--- src/rtl/i2c_irq_pkg.sv ---
package i2c_irq_pkg;
    localparam int NUM_EVT    = 12;
    localparam int ABRT_W     = 13;
    localparam int ADDR_W     = 6;
    localparam int RD_W       = 16;

    localparam int EV_RX_FULL  = 2;
    localparam int EV_TX_EMPTY = 4;
    localparam int EV_TX_ABRT  = 6;

    localparam logic [NUM_EVT-1:0] LEVEL_EVENTS = NUM_EVT'((1 << EV_RX_FULL) | (1 << EV_TX_EMPTY));
    localparam logic [NUM_EVT-1:0] DEFAULT_MASK = 12'h254;
    localparam logic [ABRT_W-1:0]  ABRT_VALID   = 13'h1EBF;

    localparam int A_RAW      = 0;
    localparam int A_MASKED   = 1;
    localparam int A_MASK     = 2;
    localparam int A_ABRT     = 3;
    localparam int A_CLR_ALL  = 4;
    localparam int A_CLR_BASE = 8;

    typedef struct packed {
        logic [NUM_EVT-1:0] raw;
        logic [NUM_EVT-1:0] mask;
        logic [ABRT_W-1:0]  abrt;
        logic               irq;
    } isu_state_t;
endpackage

--- src/rtl/irq_clr_decode.sv ---
module irq_clr_decode
    import i2c_irq_pkg::*;
(
    input  logic              reg_rd,
    input  logic              reg_wr,
    input  logic [ADDR_W-1:0] reg_addr,
    output logic [NUM_EVT-1:0] clr_vec,
    output logic              clr_abrt,
    output logic              mask_we
);
    logic hit_all;
    assign hit_all  = reg_rd && (reg_addr == ADDR_W'(A_CLR_ALL));
    assign clr_abrt = reg_rd && (reg_addr == ADDR_W'(A_CLR_BASE + EV_TX_ABRT));
    assign mask_we  = reg_wr && (reg_addr == ADDR_W'(A_MASK));

    for (genvar i = 0; i < NUM_EVT; i++) begin : g_clr
        if (LEVEL_EVENTS[i]) begin : g_level
            assign clr_vec[i] = 1'b0;
        end else begin : g_edge
            assign clr_vec[i] = hit_all ||
                (reg_rd && (reg_addr == ADDR_W'(A_CLR_BASE + i)));
        end
    end
endmodule

--- src/rtl/irq_status_regs.sv ---
module irq_status_regs
    import i2c_irq_pkg::*;
#(
    parameter logic [NUM_EVT-1:0] MASK_RESET = DEFAULT_MASK
) (
    input  logic               clk,
    input  logic               rst_n,
    input  logic [NUM_EVT-1:0] evt_pulse,
    input  logic               rx_full_lvl,
    input  logic               tx_empty_lvl,
    input  logic [ABRT_W-1:0]  abort_cause,
    input  logic [NUM_EVT-1:0] clr_vec,
    input  logic               clr_abrt,
    input  logic               mask_we,
    input  logic [NUM_EVT-1:0] mask_wdata,
    output logic [NUM_EVT-1:0] raw,
    output logic [NUM_EVT-1:0] mask,
    output logic [ABRT_W-1:0]  abrt,
    output logic               irq
);
    isu_state_t st_d, st_q;

    always_comb begin
        st_d = st_q;
        // pending event beats a clear in the same cycle
        st_d.raw = (st_q.raw & ~clr_vec) | (evt_pulse & ~LEVEL_EVENTS);
        st_d.raw[EV_RX_FULL]  = rx_full_lvl;
        st_d.raw[EV_TX_EMPTY] = tx_empty_lvl;
        if (mask_we) begin
            st_d.mask = mask_wdata;
        end
        st_d.abrt = (clr_abrt ? '0 : st_q.abrt) | (abort_cause & ABRT_VALID);
        st_d.irq  = |(st_q.raw & st_q.mask);
    end

    always_ff @(posedge clk or negedge rst_n) begin
        if (!rst_n) begin
            st_q      <= '0;
            st_q.mask <= MASK_RESET;
        end else begin
            st_q <= st_d;
        end
    end

    assign raw  = st_q.raw;
    assign mask = st_q.mask;
    assign abrt = st_q.abrt;
    assign irq  = st_q.irq;
endmodule

--- src/rtl/irq_read_mux.sv ---
module irq_read_mux
    import i2c_irq_pkg::*;
(
    input  logic               clk,
    input  logic               rst_n,
    input  logic               reg_rd,
    input  logic [ADDR_W-1:0]  reg_addr,
    input  logic [NUM_EVT-1:0] raw,
    input  logic [NUM_EVT-1:0] mask,
    input  logic [ABRT_W-1:0]  abrt,
    output logic [RD_W-1:0]    rdata
);
    logic [RD_W-1:0] rdata_d, rdata_q;

    always_comb begin
        rdata_d = '0;
        if (reg_rd) begin
            if (reg_addr == ADDR_W'(A_RAW))    rdata_d = RD_W'(raw);
            if (reg_addr == ADDR_W'(A_MASKED)) rdata_d = RD_W'(raw & mask);
            if (reg_addr == ADDR_W'(A_MASK))   rdata_d = RD_W'(mask);
            if (reg_addr == ADDR_W'(A_ABRT))   rdata_d = RD_W'(abrt);
            for (int i = 0; i < NUM_EVT; i++) begin
                if (reg_addr == ADDR_W'(A_CLR_BASE + i)) rdata_d = RD_W'(raw[i]);
            end
        end
    end

    always_ff @(posedge clk or negedge rst_n) begin
        if (!rst_n) rdata_q <= '0;
        else        rdata_q <= rdata_d;
    end

    assign rdata = rdata_q;
endmodule

--- src/rtl/i2c_irq_status.sv ---
module i2c_irq_status
    import i2c_irq_pkg::*;
#(
    parameter logic [NUM_EVT-1:0] MASK_RESET = DEFAULT_MASK
) (
    input  logic               clk,
    input  logic               rst_n,
    input  logic [NUM_EVT-1:0] evt_pulse,
    input  logic               rx_full_lvl,
    input  logic               tx_empty_lvl,
    input  logic [ABRT_W-1:0]  abort_cause,
    input  logic               reg_wr,
    input  logic               reg_rd,
    input  logic [ADDR_W-1:0]  reg_addr,
    input  logic [NUM_EVT-1:0] reg_wdata,
    output logic [RD_W-1:0]    reg_rdata,
    output logic               irq
);
    logic [NUM_EVT-1:0] clr_vec, raw_w, mask_w;
    logic [ABRT_W-1:0]  abrt_w;
    logic               clr_abrt, mask_we;

    irq_clr_decode u_dec (
        .reg_rd(reg_rd), .reg_wr(reg_wr), .reg_addr(reg_addr),
        .clr_vec(clr_vec), .clr_abrt(clr_abrt), .mask_we(mask_we)
    );

    irq_status_regs #(.MASK_RESET(MASK_RESET)) u_regs (
        .clk(clk), .rst_n(rst_n), .evt_pulse(evt_pulse),
        .rx_full_lvl(rx_full_lvl), .tx_empty_lvl(tx_empty_lvl),
        .abort_cause(abort_cause), .clr_vec(clr_vec), .clr_abrt(clr_abrt),
        .mask_we(mask_we), .mask_wdata(reg_wdata),
        .raw(raw_w), .mask(mask_w), .abrt(abrt_w), .irq(irq)
    );

    irq_read_mux u_rd (
        .clk(clk), .rst_n(rst_n), .reg_rd(reg_rd), .reg_addr(reg_addr),
        .raw(raw_w), .mask(mask_w), .abrt(abrt_w), .rdata(reg_rdata)
    );
endmodule

--- config.mk ---
export PLATFORM = sky130hd
export DESIGN_NAME = i2c_irq_status
export DESIGN_NICKNAME = d
export VERILOG_FILES = /design/src/rtl/i2c_irq_pkg.sv /design/src/rtl/irq_clr_decode.sv /design/src/rtl/irq_status_regs.sv /design/src/rtl/irq_read_mux.sv /design/src/rtl/i2c_irq_status.sv
export SDC_FILE = /design/constraint.sdc
export NUM_CORES = 1
export LEC_CHECK = 0
export BUFFER_PORTS_ARGS = -buffer_cell sky130_fd_sc_hd__buf_4
export CAP_MARGIN = 10
export CORE_MARGIN = 5
export CORE_UTILIZATION = 53
export DETAILED_ROUTE_END_ITERATION = 10
export GPL_TIMING_DRIVEN = 0
export PLACE_DENSITY = 0.79
export SLEW_MARGIN = 20
export SYNTH_ARGS = -nofsm -noshare
export SYNTH_HDL_FRONTEND = slang
export SYNTH_HIERARCHICAL = 1
export SYNTH_SLANG_ARGS = --single-unit
--- constraint.sdc ---
create_clock -name clk -period 1.3 [get_ports clk]
set_input_delay 0.26 -clock clk [delete_from_list [all_inputs] [get_ports clk]]
set_output_delay 0.26 -clock clk [all_outputs]
set_load 0.005 [all_outputs]
# [Word level (Yosys, flattened, before mapping)]
# Index checks and enable logic that the tools add are counted.
[totals] ram_bits=0 register_bits=54 latchBits=0 rom_bits=0 input_bits=49 memories=0
[op_classes] n_mux=18 shift=0 reduce_logical=24 add_sub_neg=0 multipliers=0 bitwise_logic=6 n_eq_ne=16 n_div=0 n_lt_le_gt_ge=0
[op_table] cell="2-to-1 mux 16 bit" count=16
[op_table] cell="equality test 6 x 4 -> 1 bit, second input constant" count=8
[op_table] cell="bitwise AND 12 bit" count=3
[op_table] cell="equality test 6 x 5 -> 1 bit, second input constant" count=4
[op_table] cell="2-to-1 mux 13 bit" count=1
[op_table] cell="bitwise OR 13 bit" count=1
[op_table] cell="equality test 6 x 2 -> 1 bit, second input constant" count=2
[op_table] cell="logical AND 1 bit" count=12
[op_table] cell="2-to-1 mux 12 bit" count=1
[op_table] cell="inverter 12 bit" count=1
[op_table] cell="bitwise OR 12 bit" count=1
[op_table] cell="OR reduction 12 bit" count=1
[op_table] cell="logical OR 1 bit" count=10
[op_table] cell="equality test 6 x 1 -> 1 bit, second input constant" count=1
[op_table] cell="equality test 6 x 3 -> 1 bit, second input constant" count=1
[op_table] cell="logical NOT 6 bit" count=1

# [Depth between registers and ports, before layout]
[logic_depth] ltp_word=18 depth_mapped=6 depth_no_buf=5

# [Cells and area by module]
# Netlist, hierarchy kept.
[by_module_without_submodules] mod="irq_status_regs" cells_each=92 seq_area_each_um2=905.9 area_each_um2=1388.8 instances=1
[by_module_without_submodules] mod="irq_read_mux" cells_each=96 seq_area_each_um2=325.3 area_each_um2=959.7 instances=1
[by_module_without_submodules] mod="irq_clr_decode" cells_each=43 seq_area_each_um2=0.0 area_each_um2=329.1 instances=1

# [Worst setup path after synthesis]
# No wires, ideal clock.
[synth_path] path_type="input port to flip-flop" start="input reg_addr[0]" end="register u_regs/mask[10] (netlist name)" path_buffers=2 path_slack_ns=-0.225 cell_stages=5 arrival_ns=1.400 setup_ns=0.125 cell_sequence="buf_2 -> nor4_1 -> and4b_1 -> buf_6 -> mux2_4"
[synth_via] elab_chain_cells=2
[synth_lines] item="start: declaration" line="i2c_irq_status.sv:14" rtl="input logic [ADDR_W-1:0] reg_addr,"
[synth_lines] item="equality test 6 x 2 -> 1 bit" line="irq_clr_decode.sv:14" rtl="assign mask_we = reg_wr && (reg_addr == ADDR_W'(A_MASK));"
[synth_lines] item="logical AND 1 bit" line="irq_clr_decode.sv:14"
[synth_lines] item="net mask_we" line="i2c_irq_status.sv:21" rtl="logic clr_abrt, mask_we;"
# The timed path passes the listed nets, and every way through them passes these cells.
# A chain may end at the register's enable or synchronous reset.

==> impl_metrics.yaml <==
layout:
  synthToLayoutAreaGrowth_pct: 27.81
  n_antenna_cell: 0
  num-nets-final: 347
  drive_gt1_share_pct: 43.81
  utilization_pct: 71.01
clocking:
  clockBufferDepth: 2
  clk-insertion-delay-late_ns: 0.31
  cts_tree: "done"
  cts_made_buffers: 5
  cts.sinks: 49
  ctsHtreeMaxLevel: 2
  path_clk_slew_ns: 0.10
  clock-root-buffer: "clkbuf_8"
drt:
  drc: 0
  drt-initial-drc-count: 186
  vias_per_cell: 5.650
  vias: 2068
  ant_nets: 0
  wl_um: 6439
  dr.pass1.iters: 4
  wl_per_cell_um: 17.59
timing:
  final-max-slew-violation-count: 0
  period_share_pct: 96.06
  maxSlewHeadroom_pct: 59.57
  fin_ws_ns: 0.05117
  period_needed_ns: 1.249
  worst_pin_slew_ns: 0.6064
  max_freq_mhz: 800.7
  skew_ns: 0.01469
  hold_violations: 0
  final-setup-viol-count: 0
  hold_ws_ns: 0.04562
worst_hold_path:
  hold_path_class: "input pin to register"
critical_path:
  cp-start-kind: "input pin"
  path_cells: "buf_4 -> clkbuf_4 -> nand3b_1 -> a2111oi_2 -> inv_1 -> a21o_1"
  critPathSlowestCell: "a2111oi_2"
  critPathMaxStageDelay_ns: 0.39
  crit_family: "compound AO/OA/AOI/OAI gates"
  crit_type: "input pin to register"
  endpoint_kind: "register"
  path_buf_inv: 3
  crit_fanout: 14
  critPathRequiredTime_ns: 1.50
  worst_ep_arrival_time_ns: 1.45
global_routing:
  grt_pass1_wl_um: 10290
  gr-usage-met2_pct: 33.91
  use_met3_pct: 4.545
  grt.total_usage_pct: 20.98
  grt_pass1_vias: 2046
  use_met1_pct: 28.19
  grt_overflow: 0
  antenna_found_initial: 0
  grt_start_max_net_pins: 50
  grt.busiest_layer: "met2"
synth:
  ys_warn_count: 6
  syn_avg_cell_area_sq_um: 11.66
  synthesis.area_sq_um: 2659
  syn_inst: 228
power_and_ir_drop:
  ir_drop_v: 0.0007803
  pwr-share-seq_pct: 51.9
  power_frac_clock_pct: 29.6
  power.switching_w: 0.0008732
  power_w: 0.003253
  p_comb_share_pct: 18.5
  p_int_w: 0.002380
  swShare_pct: 26.84
  p_leak_nw: 1.418
  cellPowerDensity_nw_per_um2: 957.2
placed_design:
  place_congestion: 0.8849
  dp_hpwl_um: 4538
  io_buffers: 58
  pre_cts_ws_ns: -0.4679
floorplan:
  core_area_sq_um: 4786
  chipWidth_um: 80.83
  ios: 66
  die_h_um: 80.83
  initial_core_util_pct: 55.56
  design.die.area_sq_um: 6533
  rows: 25
status:
  outcome: "finished, final reports clean"
flow_run:
  cap_viol_max_count: 0
## layer usage
metal | part of all wire (%) | up-vias
met1 | 44 | 1002
met2 | 49 | 65
met4 | 2.2 | 0
li1 | - | 985
met5 | 0 | -
met3 | 4.8 | 16
## cells in the final DEF, fill, tap and decap left out, types with 6 or more instances in the layout
cell / n
dfrtp_1: 44
clkbuf_8: 6
a21o_1: 21
mux2i_1: 12
inv_1: 13
buf_6: 8
o22ai_1: 12
buf_4: 64
mux2_4: 10
a211oi_2: 11
## cell type report
type                    count  area, sq um
fillers                   367         1388
multi-input cells         148         1297
flip-flops and latches     49         1232
repair buffers             63        494.2
plain buffers              18        141.4
well taps                  67        83.83
clock buffers               6        82.58
inverters                  13        48.80
clock inverters             2        17.52
## final timing paths
check | slack (ns) | startpoint | cells past startpoint | to
max | 0.05 | reg_addr[2] | 6 | u_regs/raw[1]
min | 0.05 | tx_empty_lvl | 1 | u_regs/raw[4]
max reg2reg | 0.06 | u_regs/raw[5] | 5 | u_rd/rdata[0]
min reg2reg | 0.49 | u_regs/abrt[12] | 1 | u_regs/abrt[12]
max in group asynchronous | 0.35 | rst_n | 2 | u_regs/raw[1]
min in group asynchronous | 0.49 | rst_n | 2 | u_regs/abrt[10]
## through the flow
stage	instance area, sq um	TNS [ns]	std cells
after floorplan	2690	-1.517	231
after global placement	3209	-11.85	356
after detailed placement	3209	-11.92	356
after CTS	3397	0	368
after global routing	3398	-0.006185	366
final	3398	0	366
## power groups by stage
stage	Clock [W]	Sequential [W]	Combinational, W
after floorplan	0	0.00169	0.000349
after global placement	0	0.00171	0.000569
after detailed placement	0	0.00172	0.000580
after CTS	0.000978	0.00169	0.000588
after global routing	0.00104	0.00170	0.000655
final	0.000962	0.00169	0.000603
## registers in the layout, summed over array words and instances (netlist names)
register	flops
u_rd/rdata	13
u_regs/irq	1
u_regs/mask	12
u_regs/raw	12
u_regs/abrt	11
## worst register-to-register path, cell delays in order, from the launching register on
cell and delay [ns]:
dfrtp_1 0.42, nor2b_1 0.14, a22o_1 0.18, a21oi_2 0.14
o221a_2 0.19, a21oi_2 0.05
## timing repair
item,4_1_cts,5_1_grt
setup buffers,4,0
hold endpoints to repair,45,0
gates cloned,1,0
resized for setup,13,12
hold buffers,1,0
endpoints found under the setup margin,20,19
pin swaps,1,2
Note: power is estimated with default switching activity, not from simulation.
